File: config.mk
export PLATFORM = sky130hd
export DESIGN_NAME = evt_irq_detector
export DESIGN_NICKNAME = d
export VERILOG_FILES = /design/src/rtl/evt_pkg.sv /design/src/rtl/evt_seq.sv /design/src/rtl/evt_edge_sense.sv /design/src/rtl/evt_flag_bank.sv /design/src/rtl/evt_irq_merge.sv /design/src/rtl/evt_irq_detector.sv
export SDC_FILE = /design/constraint.sdc
export NUM_CORES = 1
export LEC_CHECK = 0
export BUFFER_PORTS_ARGS = -buffer_cell sky130_fd_sc_hd__buf_2
export CORE_UTILIZATION = 44
export DETAILED_ROUTE_END_ITERATION = 8
export PLACE_DENSITY_LB_ADDON = 0.2
export SETUP_SLACK_MARGIN = 0.05
export SYNTH_ARGS = -nofsm -noshare
export SYNTH_HDL_FRONTEND = slang
export SYNTH_SLANG_ARGS = --single-unit
export TNS_END_PERCENT = 5
File: constraint.sdc
create_clock -name clk -period 3.5 [get_ports clk]
set_clock_uncertainty 0.05 [all_clocks]
set_input_delay 0.175 -clock clk [delete_from_list [all_inputs] [get_ports clk]]
set_output_delay 0.175 -clock clk [all_outputs]
set_load 0.01 [all_outputs]
File: src/rtl/evt_pkg.sv
package evt_pkg;
    typedef enum logic [0:0] {
        ST_PRIME = 1'b0,
        ST_WATCH = 1'b1
    } det_state_e;
endpackage

File: src/rtl/evt_seq.sv
module evt_seq
    import evt_pkg::*;
(
    input  logic clk,
    input  logic rst_n,
    output logic arm_o
);
    det_state_e state_q;
    det_state_e state_d;

    always_comb begin
        state_d = state_q;
        unique case (state_q)
            ST_PRIME: state_d = ST_WATCH;   // arm
            ST_WATCH: state_d = ST_WATCH;
            default:  state_d = ST_PRIME;
        endcase
    end

    always_ff @(posedge clk or negedge rst_n) begin
        if (!rst_n) state_q <= ST_PRIME;
        else        state_q <= state_d;
    end

    always_comb begin
        arm_o = 1'b0;
        unique case (state_q)
            ST_PRIME: arm_o = 1'b0;
            ST_WATCH: arm_o = 1'b1;
            default:  arm_o = 1'b0;
        endcase
    end
endmodule

File: src/rtl/evt_edge_sense.sv
module evt_edge_sense #(
    parameter int NCH = 8
) (
    input  logic           clk,
    input  logic           rst_n,
    input  logic           arm_i,
    input  logic [NCH-1:0] pin_i,
    input  logic [NCH-1:0] rise_sel_i,
    output logic [NCH-1:0] hit_o
);
    logic [NCH-1:0] prev_q;

    always_ff @(posedge clk or negedge rst_n) begin
        if (!rst_n) prev_q <= '0;
        else        prev_q <= pin_i;
    end

    for (genvar n = 0; n < NCH; n++) begin : g_chan
        logic up_w;
        logic down_w;
        assign up_w     = pin_i[n] & ~prev_q[n];
        assign down_w   = ~pin_i[n] & prev_q[n];
        assign hit_o[n] = arm_i & (rise_sel_i[n] ? up_w : down_w);
    end
endmodule

File: src/rtl/evt_flag_bank.sv
module evt_flag_bank #(
    parameter int NCH = 8
) (
    input  logic           clk,
    input  logic           rst_n,
    input  logic [NCH-1:0] hit_i,
    input  logic           clr_wr_i,
    input  logic [NCH-1:0] clr_data_i,
    output logic [NCH-1:0] flags_o
);
    logic [NCH-1:0] wipe_w;
    logic [NCH-1:0] flags_d;

    assign wipe_w  = clr_wr_i ? clr_data_i : '0;
    assign flags_d = (flags_o & ~wipe_w) | hit_i;

    always_ff @(posedge clk or negedge rst_n) begin
        if (!rst_n) flags_o <= '0;
        else        flags_o <= flags_d;
    end
endmodule

File: src/rtl/evt_irq_merge.sv
module evt_irq_merge #(
    parameter int NCH = 8
) (
    input  logic [NCH-1:0] flags_i,
    input  logic [NCH-1:0] en_i,
    output logic           irq_o
);
    assign irq_o = |(flags_i & en_i);
endmodule

File: src/rtl/evt_irq_detector.sv
module evt_irq_detector #(
    parameter int NCH = 8
) (
    input  logic           clk,
    input  logic           rst_n,
    input  logic [NCH-1:0] pin_i,
    input  logic [NCH-1:0] rise_sel_i,
    input  logic [NCH-1:0] chan_en_i,
    input  logic           clr_wr_i,
    input  logic [NCH-1:0] clr_data_i,
    output logic [NCH-1:0] evt_flags_o,
    output logic           irq_o
);
    logic           arm_w;
    logic [NCH-1:0] hit_w;

    evt_seq u_seq (
        .clk   (clk),
        .rst_n (rst_n),
        .arm_o (arm_w)
    );

    evt_edge_sense #(.NCH(NCH)) u_sense (
        .clk        (clk),
        .rst_n      (rst_n),
        .arm_i      (arm_w),
        .pin_i      (pin_i),
        .rise_sel_i (rise_sel_i),
        .hit_o      (hit_w)
    );

    evt_flag_bank #(.NCH(NCH)) u_flags (
        .clk        (clk),
        .rst_n      (rst_n),
        .hit_i      (hit_w),
        .clr_wr_i   (clr_wr_i),
        .clr_data_i (clr_data_i),
        .flags_o    (evt_flags_o)
    );

    evt_irq_merge #(.NCH(NCH)) u_irq (
        .flags_i (evt_flags_o),
        .en_i    (chan_en_i),
        .irq_o   (irq_o)
    );
endmodule

==> out/metrics.cfg <==
[run_status]
status = finished clean

[yosys]
synth.distinct_cells = 14
yosysWarningCount = 0
yosysSeqAreaShare = 0.570
synth_edf_count = 0
synth_nets = 91
synth-async-reset-ratio = 1.00
syn_inst = 56
ys_ff_latch = 17
syn-cell-area_um2 = 746
ys.flop_type = dfrtp_1
avgSynthCellArea_um2 = 13.3

[pwr]
power_leakage_uw = 0.000573
comb_power_share = 0.209
ir_drop_mv = 0.254
p_sw_uw = 116
intPower_uw = 310
power_frac_seq = 0.536
swShare = 0.273
powerDensity_nw_per_um2 = 392
clkPwrFrac = 0.255

[hold_path]
holdPathEnd = u_flags.flags_o[5]
whs_path_depth = 3
hp-class = input pin to flip-flop
holdCritStartpoint = clr_data_i[5]

[timing]
fin_crit_ns = 1.40
period_share = 0.400
clock.fmax_ghz = 0.715
drv_slew = 0
setup_ws_ns = 2.10
hold_viol_final = 0
rsz0062_at_grt = false
finalSetupViolCount = 0
fin_tns_setup_ns = 0

[drt]
drcViolationCount = 0
wirelength_mm = 1.73
drtPass1Iterations = 4
wl_per_cell_um = 13.6
via_count = 689
avgViaCountPerCell = 5.43
ant_nets = 0
drt-initial-drc-count = 6

[floorplan]
core_area_um2 = 1540
start_util = 0.484
die_area_um2 = 1860
die_w_um = 43.2
ioPinCount = 44
die_y_um = 43.2
rows = 14

[cts]
clk_pin_slew_ns = 0.10
worstSkewPairLatency_ns = 0.30
clock_sinks = 17
cts_buffers = 3
cts-htree-levels = 1
cts_tree = built
clk_path_buf_depth = 2
cts_resized = 0
postCtsHoldBufs = 9
cts_setup_buffers = 0
cts_root_buf = clkbuf_4

[setup_path]
r2r-start = u_seq.state_q
reg2reg_depth = 2
startpoint_type = flip-flop
r2r_slack_ns = 2.22
cp_data_required_time_ns = 3.27
cp-end-kind = primary output
cp_max_fo = 3
cp_num_buf_inv = 1
path_cells = a22oi_1, nand4_1, buf_2
reg2reg_to = u_flags.flags_o[6]
arrival_ns = 1.17
crit_slowest_cell = dfrtp_1
slowest_delay_ns = 0.41
critPathKind = flip-flop to primary output
critPathTopFamily = flip-flops

[grt]
antenna_found_initial = 0
grt_pass1_wl_mm = 2.69
grt_overflow = 0
gr-usage-all-layers = 0.198
grt_pass1_vias = 644
grt_max_degree = 18

[placed_design]
place_ws_ns = 2.25
dp_hpwl_mm = 1.23
placement.io_buffers = 43
gp_congestion = 0.720

[flow_run]
cap_violations = 0

[final_layout]
nets = 147
fillers = 140
syn2layout_area_growth_pct = 45.8
drive_gt1_frac = 0.432
antenna_cells = 0

logic make-up after synthesis:
logic type | after synthesis | share of synthesized area
and+or+nand+nor | 24 | 0.273
DFF | 17 | 0.570
AOI/OAI and AO/OA | 13 | 0.136
buffers and inverters | 1 | 0.0151
other | 1 | 0.00503
registers in the layout, summed over array words and instances, names as in the netlist:
register,count
u_flags.flags_o,8
u_sense.prev_q,8
u_seq.state_q,1
metal layers:
| layer | GRT usage | vias to the layer above | wire length (µm) |
|---|---|---|---|
| li1 | - | 338 | - |
| met1 | 0.223 | 318 | 669 |
| met2 | 0.352 | 28 | 906 |
| met3 | 0.0383 | 5 | 121 |
| met4 | 0.0909 | 0 | 34 |
| met5 | 0 | - | 0 |
layout make-up:
class | instances | area [µm²] | share of cell area
timing repair buffer | 52 | 305 | 0.281
clock buffer | 3 | 22.5 | 0.0207
clock inverter | 1 | 5.00 | 0.00460
multi-input combinational | 38 | 309 | 0.284
tap | 16 | 20.0 | 0.0184
sequential | 17 | 425 | 0.391
tightest hold or removal path, delay by kind of cell:
kind / cells / cell delay (ns)
AO/OA/AOI/OAI: 1 / 0.11
AND/OR/NAND/NOR: 1 / 0.05
buffers and inverters: 1 / 0.09
how the worst max path moves through the flow:
stage | startpoint | end | slack, ns | depth (start not counted)
2_1_floorplan | u_seq.state_q | u_flags.flags_o[6] | 2.32 | 3
3_3_place_gp | u_seq.state_q | u_flags.flags_o[6] | 2.29 | 2
5_1_grt | u_flags.flags_o[2] | irq_o | 1.99 | 3
4_1_cts | u_flags.flags_o[2] | irq_o | 2.08 | 3
6_report | u_flags.flags_o[2] | irq_o | 2.10 | 3
3_5_place_dp | u_seq.state_q | u_flags.flags_o[6] | 2.25 | 2
cells in the final DEF, fill, tap and decap left out:
master,synthesis,routed
nand2_1,1,1
a22oi_1,4,4
and4bb_2,1,1
nand4_1,1,1
a21boi_0,7,7
or3_1,6,6
nor2_1,1,1
nor4bb_1,6,6
dfrtp_1,17,17
clkinv_2,0,1
dlygate4sd3_1,0,9
a211o_1,1,1
and4b_1,8,8
clkbuf_4,0,3
a311o_1,1,1
buf_2,0,43
conb_1,1,1
cell usage after synthesis, types with 4 or more instances:
| cell type | instances | share of area |
|---|---|---|
| a22oi_1 | 4 | 0.040 |
| and4b_1 | 8 | 0.11 |
| a21boi_0 | 7 | 0.070 |
| nor4bb_1 | 6 | 0.081 |
| or3_1 | 6 | 0.050 |
| dfrtp_1 | 17 | 0.57 |
metrics by stage:
stage               cells  total power [µW]   util  hold WS (ns)  cell area (µm²)
floorplan              56               267      -        -0.171              746
global placement      114               311  0.629        0.0645              970
detailed placement    114               315  0.629        0.0673              970
CTS                   127               431  0.705        0.0912             1090
global route          127               448  0.705        0.0975             1090
finish                127               426  0.705         0.100             1090
power groups by stage:
stage                     sequential (µW)  clock, µW  combinational [µW]
after floorplan                       236          0                31.0
after global placement                231          0                79.8
after detailed placement              233          0                82.0
after CTS                             229        113                89.8
after global routing                  231        119                97.9
final                                 228        109                88.9
Power figures use the tool's default switching activity.
